<file path="src/rtl/sats_pkg.sv">
package sats_pkg;
  localparam int SR_W   = 32;
  localparam int DATA_W = 24;
  localparam int CNT_W  = $clog2(SR_W);

  typedef struct packed {
    logic align_lsb;
    logic fifo1_en;
    logic fifo0_en;
    logic fs_internal;
    logic lsb_first;
    logic irq_en;
    logic tx_en;
  } ctl_t;

  function automatic logic [5:0] wl_bits(input logic [2:0] code);
    logic [5:0] n;
    case (code)
      3'd0:    n = 6'd8;
      3'd1:    n = 6'd10;
      3'd2:    n = 6'd12;
      3'd3:    n = 6'd16;
      3'd4:    n = 6'd18;
      3'd5:    n = 6'd20;
      3'd6:    n = 6'd22;
      default: n = 6'd24;
    endcase
    return n;
  endfunction

  function automatic logic [SR_W-1:0] place_word(input logic [DATA_W-1:0] d,
                                                 input logic [2:0] code,
                                                 input logic align_lsb);
    logic [5:0]      n;
    logic [5:0]      ref_top;
    logic [SR_W-1:0] mask;
    logic [SR_W-1:0] w;
    n       = wl_bits(code);
    mask    = (32'd1 << n) - 32'd1;
    w       = {{(SR_W-DATA_W){1'b0}}, d} & mask;
    ref_top = (code < 3'd3) ? 6'd16 : 6'd32;
    if (!align_lsb) w = w << (ref_top - n);
    return w;
  endfunction
endpackage

</file>
<file path="src/rtl/sats_ctl_reg.sv">
module sats_ctl_reg
  import sats_pkg::*;
(
  input  logic        clk,
  input  logic        rst_n,
  input  logic        we_i,
  input  logic [31:0] wdata_i,
  output ctl_t        ctl_o,
  output logic [31:0] rdata_o
);
  ctl_t ctl_q, ctl_d;

  always_comb begin
    ctl_d = ctl_q;
    if (we_i) begin
      ctl_d.align_lsb   = wdata_i[9];
      ctl_d.fifo1_en    = wdata_i[8];
      ctl_d.fifo0_en    = wdata_i[7];
      ctl_d.fs_internal = wdata_i[6];
      ctl_d.lsb_first   = wdata_i[4];
      ctl_d.irq_en      = wdata_i[1];
      ctl_d.tx_en       = wdata_i[0];
    end
  end

  always_ff @(posedge clk or negedge rst_n) begin
    if (!rst_n) begin
      ctl_q.align_lsb   <= 1'b1;
      ctl_q.fifo1_en    <= 1'b0;
      ctl_q.fifo0_en    <= 1'b0;
      ctl_q.fs_internal <= 1'b0;
      ctl_q.lsb_first   <= 1'b0;
      ctl_q.irq_en      <= 1'b0;
      ctl_q.tx_en       <= 1'b0;
    end else begin
      ctl_q <= ctl_d;
    end
  end

  always_comb begin
    rdata_o    = '0;
    rdata_o[9] = ctl_q.align_lsb;
    rdata_o[8] = ctl_q.fifo1_en;
    rdata_o[7] = ctl_q.fifo0_en;
    rdata_o[6] = ctl_q.fs_internal;
    rdata_o[4] = ctl_q.lsb_first;
    rdata_o[1] = ctl_q.irq_en;
    rdata_o[0] = ctl_q.tx_en;
  end

  assign ctl_o = ctl_q;
endmodule

</file>
<file path="src/rtl/sats_frame_tmr.sv">
module sats_frame_tmr
  import sats_pkg::*;
#(
  parameter int FRAME_W = 4
) (
  input  logic               clk,
  input  logic               rst_n,
  input  logic               run_i,
  input  logic               tick_i,
  input  logic               fs_internal_i,
  input  logic               fs_pin_i,
  input  logic [FRAME_W-1:0] frame_words_i,
  output logic               load_o,
  output logic               fs_o
);
  localparam logic [CNT_W-1:0] BIT_LAST = CNT_W'(SR_W-1);

  logic [CNT_W-1:0]   bit_q, bit_d;
  logic [FRAME_W-1:0] word_q, word_d;
  logic               fs_q, fs_d;
  logic               ext_start, frame0, tick_run;

  always_comb begin
    tick_run  = run_i && tick_i;
    ext_start = !fs_internal_i && fs_pin_i;
    frame0    = (bit_q == '0) && (word_q == '0);
    load_o    = tick_run && (ext_start || (bit_q == '0));

    bit_d  = bit_q;
    word_d = word_q;
    fs_d   = fs_q;
    if (!run_i) begin
      bit_d  = '0;
      word_d = '0;
      fs_d   = 1'b0;
    end else if (tick_i) begin
      fs_d = fs_internal_i && frame0;
      if (ext_start) begin
        bit_d  = CNT_W'(1);
        word_d = '0;
      end else begin
        bit_d = bit_q + CNT_W'(1);
        if (bit_q == BIT_LAST)
          word_d = (word_q >= frame_words_i) ? '0 : word_q + FRAME_W'(1);
      end
    end
  end

  always_ff @(posedge clk or negedge rst_n) begin
    if (!rst_n) begin
      bit_q  <= '0;
      word_q <= '0;
      fs_q   <= 1'b0;
    end else begin
      bit_q  <= bit_d;
      word_q <= word_d;
      fs_q   <= fs_d;
    end
  end

  assign fs_o = fs_q;
endmodule

</file>
<file path="src/rtl/sats_tx_shift.sv">
module sats_tx_shift
  import sats_pkg::*;
(
  input  logic              clk,
  input  logic              rst_n,
  input  logic              srst_i,
  input  logic              run_i,
  input  logic              tick_i,
  input  logic              load_i,
  input  logic              data_we_i,
  input  logic [DATA_W-1:0] data_i,
  input  logic [2:0]        wl_code_i,
  input  logic              align_lsb_i,
  input  logic              lsb_first_i,
  input  logic              req_en_i,
  input  logic              urun_clr_i,
  output logic              sd_o,
  output logic              req_o,
  output logic              urun_o
);
  logic [DATA_W-1:0] hold_q, hold_d;
  logic              full_q, full_d;
  logic [SR_W-1:0]   sh_q, sh_d, src;
  logic              sd_q, sd_d;
  logic              req_q, req_d;
  logic              urun_q, urun_d;
  logic              consume, starve;

  always_comb begin
    consume = load_i && full_q;
    starve  = load_i && !full_q;
    src     = full_q ? place_word(hold_q, wl_code_i, align_lsb_i) : '0;

    hold_d = data_we_i ? data_i : hold_q;
    full_d = data_we_i || (full_q && !consume);
    if (srst_i) full_d = 1'b0;

    sh_d = sh_q;
    sd_d = sd_q;
    if (srst_i || !run_i) begin
      sh_d = '0;
      sd_d = 1'b0;
    end else if (load_i) begin
      sd_d = lsb_first_i ? src[0] : src[SR_W-1];
      sh_d = lsb_first_i ? (src >> 1) : (src << 1);
    end else if (tick_i) begin
      sd_d = lsb_first_i ? sh_q[0] : sh_q[SR_W-1];
      sh_d = lsb_first_i ? (sh_q >> 1) : (sh_q << 1);
    end

    req_d = !srst_i && consume && req_en_i;

    urun_d = urun_q;
    if (srst_i)          urun_d = 1'b0;
    else if (starve)     urun_d = 1'b1;
    else if (urun_clr_i) urun_d = 1'b0;
  end

  always_ff @(posedge clk or negedge rst_n) begin
    if (!rst_n) begin
      hold_q <= '0;
      full_q <= 1'b0;
      sh_q   <= '0;
      sd_q   <= 1'b0;
      req_q  <= 1'b0;
      urun_q <= 1'b0;
    end else begin
      hold_q <= hold_d;
      full_q <= full_d;
      sh_q   <= sh_d;
      sd_q   <= sd_d;
      req_q  <= req_d;
      urun_q <= urun_d;
    end
  end

  assign sd_o   = sd_q;
  assign req_o  = req_q;
  assign urun_o = urun_q;
endmodule

</file>
<file path="src/rtl/sats_top.sv">
module sats_top
  import sats_pkg::*;
#(
  parameter int FRAME_W = 4
) (
  input  logic               clk,
  input  logic               rst_n,
  input  logic               soft_rst_i,
  input  logic               bclk_en_i,
  input  logic               cfg_we_i,
  input  logic [31:0]        cfg_wdata_i,
  output logic [31:0]        cfg_rdata_o,
  input  logic [2:0]         wl_code_i,
  input  logic [FRAME_W-1:0] frame_words_i,
  input  logic               data_we_i,
  input  logic [DATA_W-1:0]  data_i,
  input  logic               urun_clr_i,
  input  logic               fs_pin_i,
  output logic               fs_o,
  output logic               fs_oe_o,
  output logic               sd_o,
  output logic               tx_req_o,
  output logic               urun_o
);
  ctl_t ctl;
  logic run, load, fs_gen, req_en;

  sats_ctl_reg u_ctl (
    .clk     (clk),
    .rst_n   (rst_n),
    .we_i    (cfg_we_i),
    .wdata_i (cfg_wdata_i),
    .ctl_o   (ctl),
    .rdata_o (cfg_rdata_o)
  );

  assign run    = ctl.tx_en && !soft_rst_i;
  assign req_en = ctl.irq_en && !ctl.fifo0_en && !ctl.fifo1_en;

  sats_frame_tmr #(.FRAME_W(FRAME_W)) u_tmr (
    .clk           (clk),
    .rst_n         (rst_n),
    .run_i         (run),
    .tick_i        (bclk_en_i),
    .fs_internal_i (ctl.fs_internal),
    .fs_pin_i      (fs_pin_i),
    .frame_words_i (frame_words_i),
    .load_o        (load),
    .fs_o          (fs_gen)
  );

  sats_tx_shift u_shf (
    .clk         (clk),
    .rst_n       (rst_n),
    .srst_i      (soft_rst_i),
    .run_i       (run),
    .tick_i      (bclk_en_i),
    .load_i      (load),
    .data_we_i   (data_we_i),
    .data_i      (data_i),
    .wl_code_i   (wl_code_i),
    .align_lsb_i (ctl.align_lsb),
    .lsb_first_i (ctl.lsb_first),
    .req_en_i    (req_en),
    .urun_clr_i  (urun_clr_i),
    .sd_o        (sd_o),
    .req_o       (tx_req_o),
    .urun_o      (urun_o)
  );

  assign fs_o    = fs_gen && ctl.fs_internal;
  assign fs_oe_o = ctl.fs_internal;
endmodule

</file>
<file path="config.mk">
export PLATFORM = sky130hd
export DESIGN_NAME = sats_top
export DESIGN_NICKNAME = d
export VERILOG_FILES = /design/src/rtl/sats_pkg.sv /design/src/rtl/sats_ctl_reg.sv /design/src/rtl/sats_frame_tmr.sv /design/src/rtl/sats_tx_shift.sv /design/src/rtl/sats_top.sv
export SDC_FILE = /design/constraint.sdc
export NUM_CORES = 1
export LEC_CHECK = 0
export BUFFER_PORTS_ARGS = -buffer_cell sky130_fd_sc_hd__buf_2
export CELL_PAD_IN_SITES_DETAIL_PLACEMENT = 1
export CELL_PAD_IN_SITES_GLOBAL_PLACEMENT = 2
export CORE_ASPECT_RATIO = 1.1
export CORE_MARGIN = 3
export CORE_UTILIZATION = 31
export CTS_CLUSTER_DIAMETER = 40
export DETAILED_ROUTE_END_ITERATION = 10
export GPL_ROUTABILITY_DRIVEN = 0
export GPL_TIMING_DRIVEN = 0
export HOLD_SLACK_MARGIN = 0.1
export PLACE_DENSITY_LB_ADDON = 0.3
export SYNTH_ARGS = -nofsm -noshare
export SYNTH_HDL_FRONTEND = slang
export SYNTH_SLANG_ARGS = --single-unit
</file>
<file path="constraint.sdc">
create_clock -name clk -period 2.11 [get_ports clk]
set_input_delay 0.633 -clock clk [delete_from_list [all_inputs] [get_ports clk]]
set_output_delay 0.633 -clock clk [all_outputs]
set_load 0.01 [all_outputs]
</file>
# Word-level counts from Yosys, hierarchy flattened
# Cells that the tools add are included.
# Widths: inputs -> output; s select.
# op_classes
shift,2
eq_ne,9
magnitude_cmp,2
n_addsub,4
n_bitwise,1
mux,28
n_reduce_logical,30
# ops
op,n
$mux 32,7
$pmux 5 s7,1
$and 24x32->32,1
$shl 1x5->32 const A,1
$shl 32x6->32,1
$sub 32x1->32 const B,1
$mux 4,5
$mux 5,3
$logic_and 1x1->1,14
$mux 1,11
$eq 3x3->1 const B,3
$logic_not 1->1,7
$eq 3x2->1 const B,2
$mux 6,1
$reduce_bool 3->1,2
$sub 6x5->6,1
$add 5x1->5 const B,1
$eq 5x5->1 const B,1
$logic_not 5->1,1
$add 4x1->4 const B,1
$ge 4x4->1,1
$logic_not 4->1,1
$eq 3x1->1 const B,1
$logic_not 3->1,1
other kinds (5),7
# word_totals
register_bits,77
input_bits,71
out_inout_bits,37
word_cells,92

# Longest topological paths before layout
# depth
word_depth,11
depth_mapped,24

# Cells and area by module
# Synthesis repeated with hierarchy kept, for this count alone.
# hier_totals
cells_unflattened,769
hier_area_um2,6662.6
# modules_own_cells
mod,area_each_um2,instances,seq_area_each_um2,cells_each
sats_tx_shift,5398.9,1,1501.4,644
sats_frame_tmr,701.9,1,250.2,74
sats_ctl_reg,536.8,1,176.4,48
sats_top,25.0,1,0.0,3

# Least setup slack after synthesis
# OpenSTA, ideal clock, no wires.
# synth_timing
kind,input port to flip-flop
startpoint,in wl_code_i[0]
endpoint,reg u_shf.sh_q[15]
slack_ns,-2.739
arrival_time_ns,4.728
t_required_ns,1.988
path_stages,24
setup_ns,0.122
cell_sequence,buf_4 -> nand2_1 -> xnor2_1 -> inv_1 -> ha_1 -> nor3b_1 -> or2_4 -> inv_2 -> buf_6 -> buf_6 -> ha_1 -> ha_1 -> buf_2 -> nand2_1 -> ha_1 -> buf_2 -> a21boi_1 -> o21ai_0 -> xnor2_1 -> o31ai_1 -> mux2_2 -> a21o_1 -> a221o_1 -> a32o_1
# synth_between
elab_chain_len,11
elab_cells_between_ends,20
cone_classes,add/sub: 2; order compare: 1; eq/ne: 6; shift: 2; mux: 7; bitwise: 1; reduce/logical: 1
# synth_lines
item,line_no,rtl
"start, declared",sats_top.sv:13,"input logic [2:0] wl_code_i,"
"$eq 3x3->1, or another cell as far along",sats_pkg.sv:18,case (code)
$pmux 5 s7,sats_pkg.sv:18,
$shl 1x5->32,sats_pkg.sv:39,mask = (32'd1 << n) - 32'd1;
$sub 32x1->32,sats_pkg.sv:39,
$and 24x32->32,sats_pkg.sv:40,"w = {{(SR_W-DATA_W){1'b0}}, d} & mask;"
$shl 32x6->32,sats_pkg.sv:42,if (!align_lsb) w = w << (ref_top - n);
$mux 32 *,sats_pkg.sv:42,
$mux 32 *,sats_tx_shift.sv:32,"src = full_q ? place_word(hold_q, wl_code_i, align_lsb_i) : '0;"
$mux 32 *,sats_tx_shift.sv:45,sh_d = lsb_first_i ? (src >> 1) : (src << 1);
$mux 32 *,sats_tx_shift.sv:43,end else if (load_i) begin
$mux 32 *,sats_tx_shift.sv:40,if (srst_i || !run_i) begin
"end signal, assigned",sats_tx_shift.sv:63,sh_q <= '0;
"end signal, assigned",sats_tx_shift.sv:70,sh_q <= sh_d;
"end, declared",sats_tx_shift.sv:23,"logic [SR_W-1:0] sh_q, sh_d, src;"
# Mark *: on every way between the ends. The rest lies on a longest branch, timed or not.
# A chain may end at the register's enable or synchronous reset.

# Worst setup path after layout
# layout_timing
startpoint,in wl_code_i[0]
endpoint,reg u_shf.sh_q[29]
# The elaborated chain is that of the path after synthesis.

==> metrics <==
final setup vio count=33; H-tree levels=3; Hold Slack=0.189 ns; DR WL/cell=24.6 microns; CP cell instances=buf_12 > a21oi_4 > inv_2 > ha_4 > nor4b_4 > or2_4 > inv_4 > buf_8 > buf_12 > ha_4 > ha_4 > nand2_8 > ha_4 > nand3b_1 > nor4b_4 > or4_4 > nand3_2 > mux4_2 > a22o_1 > a221o_1; clock root buffer=clkbuf_16; status=complete, but fails checks; Fin. Hold Viols=0; Syn Inst Count=755; complex-gate fraction of the synthesized area=23.6%; register bit total from synthesis=77; most frequent cells in the layout=111 x buf_4, 76 x dfrtp_1, 62 x nand2_1; predominant post-synthesis flop cell=dfrtp_1; post-synthesis xor/xnor area fraction=1.06%; TritonCTS Sinks=77; R2R cell count=8; post-synthesis mux area share=13.2%; initial core utilization=32.1%; Core Rows=54; placed cell count=1,085; max incr delay on CP=0.51 ns; initial antenna violation count=0; Max VDD drop=0.000450 V; static leakage=0.00407 uW; drt initial violations=527; Post-DP HPWL=19,800 microns; Area Growth Syn to Fin=47.7%; Synth Area in Adders=4.06%; slowest CP cell=mux4_2; arrival time at the worst endpoint=4.44 ns; Setup crit start kind=input port; # port buffers=53; clock latency at the later pin of the worst-skew pair=0.37 ns; Switching Fraction=40.5%; final non-filler cell total=1,193; top cell type's share of synthesized area=29.4%; final WL=29,400 microns; area of the core=20,100 sq um; fin worst setup slack=-2.09 ns; Clock Skew=0.0124 ns; Max Cap Violations=0; Crit Path Category=in -> reg; first-pass GRT wire length=43,200 microns; Critical Path End Type=flip-flop; vias in the first global route=7,394; power per cell area=669 nW/um^2; R2R setup slack=-0.87 ns; most frequent CP cell=ha_4; Ports=108; total chip power=6390 uW; fin nets=1,028; Slew @ Worst Pin=0.866 ns; Fmax=238 MHz; Post-CTS Hold Buffers=0; post-layout util=47.4%; DRT Pass-1 Iters=5; worst hold-check path type=in -> async; largest net degree at the start of global routing=51; cts bufs inserted=9; main combinational cell family by area after synthesis=compound AO/OA/AOI/OAI gates; sequential area share after synthesis=29.8%; Clock Power Share=27.0%; Clock Path Buffers=2; CTS tree=built; Switch Pwr=2590 uW; RSZ-0062 raised after global routing=yes; commonest non-fill, non-tap cell in the layout=buf_4; clock-pin slew on the worst setup and hold paths=0.08 ns; crit path time final=4.20 ns; routed vias=7,043; # DRC=0; Die X=144 microns; Post-synth ARST share=100%; area leader, netlist=dfrtp_1; Die ar.=22,600 sq um; GRT Total Usage=24.8%; Chip Height=157 microns; Yosys Warn Count=0; Max Transition Viols Final=0; ANT nets after route=0; failing checks=negative setup slack; P_int=3800 uW; period utilization=199%; Seq pwr share=25.7%; EDFF count, synth=0; slew margin rel.=42.0%; CP Max Fanout=6; n_diodes=0; GRT overflow=0; Netlist Area Pre-Place=6460 sq um; vias per inst=5.90; Syn Area/Cell=8.56 sq um; Synth cell types=89; worst path required time=2.35 ns; Post-Synth Simple-Gate Area=19.3%; post-route setup TNS=-63.08 ns; layout cell share with drive strength beyond 1=44.1%; top post-synthesis cells by area=dfrtp_1 29%, mux2_2 6.6%, mux2i_1 5.6%; combinational share of power=47.2%
-- cell families (layout without fill, tap and decap cells) --
family | after synthesis | after routing
muxes | 77 | 77
buffers and inverters | 100 | 262
AOI/OAI and AO/OA | 218 | 218
xor gates and xnor gates | 7 | 7
other | 1 | 25
DFF | 77 | 77
and+or+nand+nor | 254 | 254
adders and majority gates | 21 | 21
-- what timing repair did --
item / in CTS / in global routing
resized for setup: 173 / 66
setup endpoints to repair: 36 / 38
pin swaps: 56 / 46
setup buffers: 74 / 26
-- metrics by stage --
stage | area, sq um | worst slack (ns)
finish | 9550 | -2.09
global route | 9550 | -2.21
CTS | 9040 | -2.10
detailed placement | 7370 | -3.13
global placement | 7340 | -3.02
floorplan | 6760 | -2.33
-- cell usage after synthesis, drive strengths merged, types with 10 or more instances --
cell type and n:
a21oi 41, inv 21, a31oi 10, nor2 67
nand2 77, clkbuf 24, and3 15, and2 13
nand3 24, o21ai 47, nand2b 12, mux2i 36
buf 54, ha 21, dfrtp 76, o211ai 13
o22ai 10, mux2 38, nor3 14
-- cell type report --
type / count / area (sq um)
repair buffers: 151 / 1140
multi-input cells: 602 / 5180
well taps: 252 / 315
clock inverters: 7 / 80.1
plain buffers: 73 / 586
fillers: 2309 / 10600
inverters: 22 / 90.1
flip-flops and latches: 77 / 1930
clock buffers: 9 / 225
-- critical path: cells and delay by family --
kind / cells / cell delay [ns]
adder cells (fa/ha/maj): 4 / 0.73
AO/OA/AOI/OAI: 3 / 0.74
AND/OR/NAND/NOR: 7 / 1.33
multiplexers: 1 / 0.51
buffers and inverters: 5 / 0.48
-- registers in the layout, summed over array words and instances, names as in the netlist, 4 cells and up --
signal / flops
u_ctl.ctl_o: 7
u_shf.hold_q: 24
u_shf.sh_q: 32
u_tmr.bit_q: 5
u_tmr.word_q: 4
-- worst paths after layout --
path / start / endpoint
max in group asynchronous: rst_n / u_ctl.ctl_o[6]
max: wl_code_i[0] / u_shf.sh_q[29]
max reg2reg: u_tmr.bit_q[0] / u_shf.sh_q[16]
min: rst_n / u_shf.sh_q[21]
min reg2reg: u_ctl.ctl_o[5] / u_shf.req_o
min in group clk: u_ctl.ctl_o[5] / u_shf.req_o
-- power by group through the flow --
| stage | combinational (uW) | clock (uW) | sequential, uW |
|---|---|---|---|
| after CTS | 2610 | 1730 | 1640 |
| final | 3020 | 1730 | 1650 |
| after global routing | 3150 | 1800 | 1650 |
| after floorplan | 1290 | 0 | 1640 |
| after global placement | 1870 | 0 | 1660 |
| after detailed placement | 1910 | 0 | 1660 |
-- per-layer routing --
metal / part of all wire, % / global-route usage (%) / routed length [microns] / vias to the layer above
met4: 5.4 / 12.6 / 1590 / 0
met2: 51 / 42.8 / 15000 / 305
li1: - / - / - / 3101
met3: 5.0 / 3.71 / 1460 / 106
met5: 0 / 0 / 0 / -
met1: 39 / 30.0 / 11400 / 3531
(Power assumes the default switching activity.)
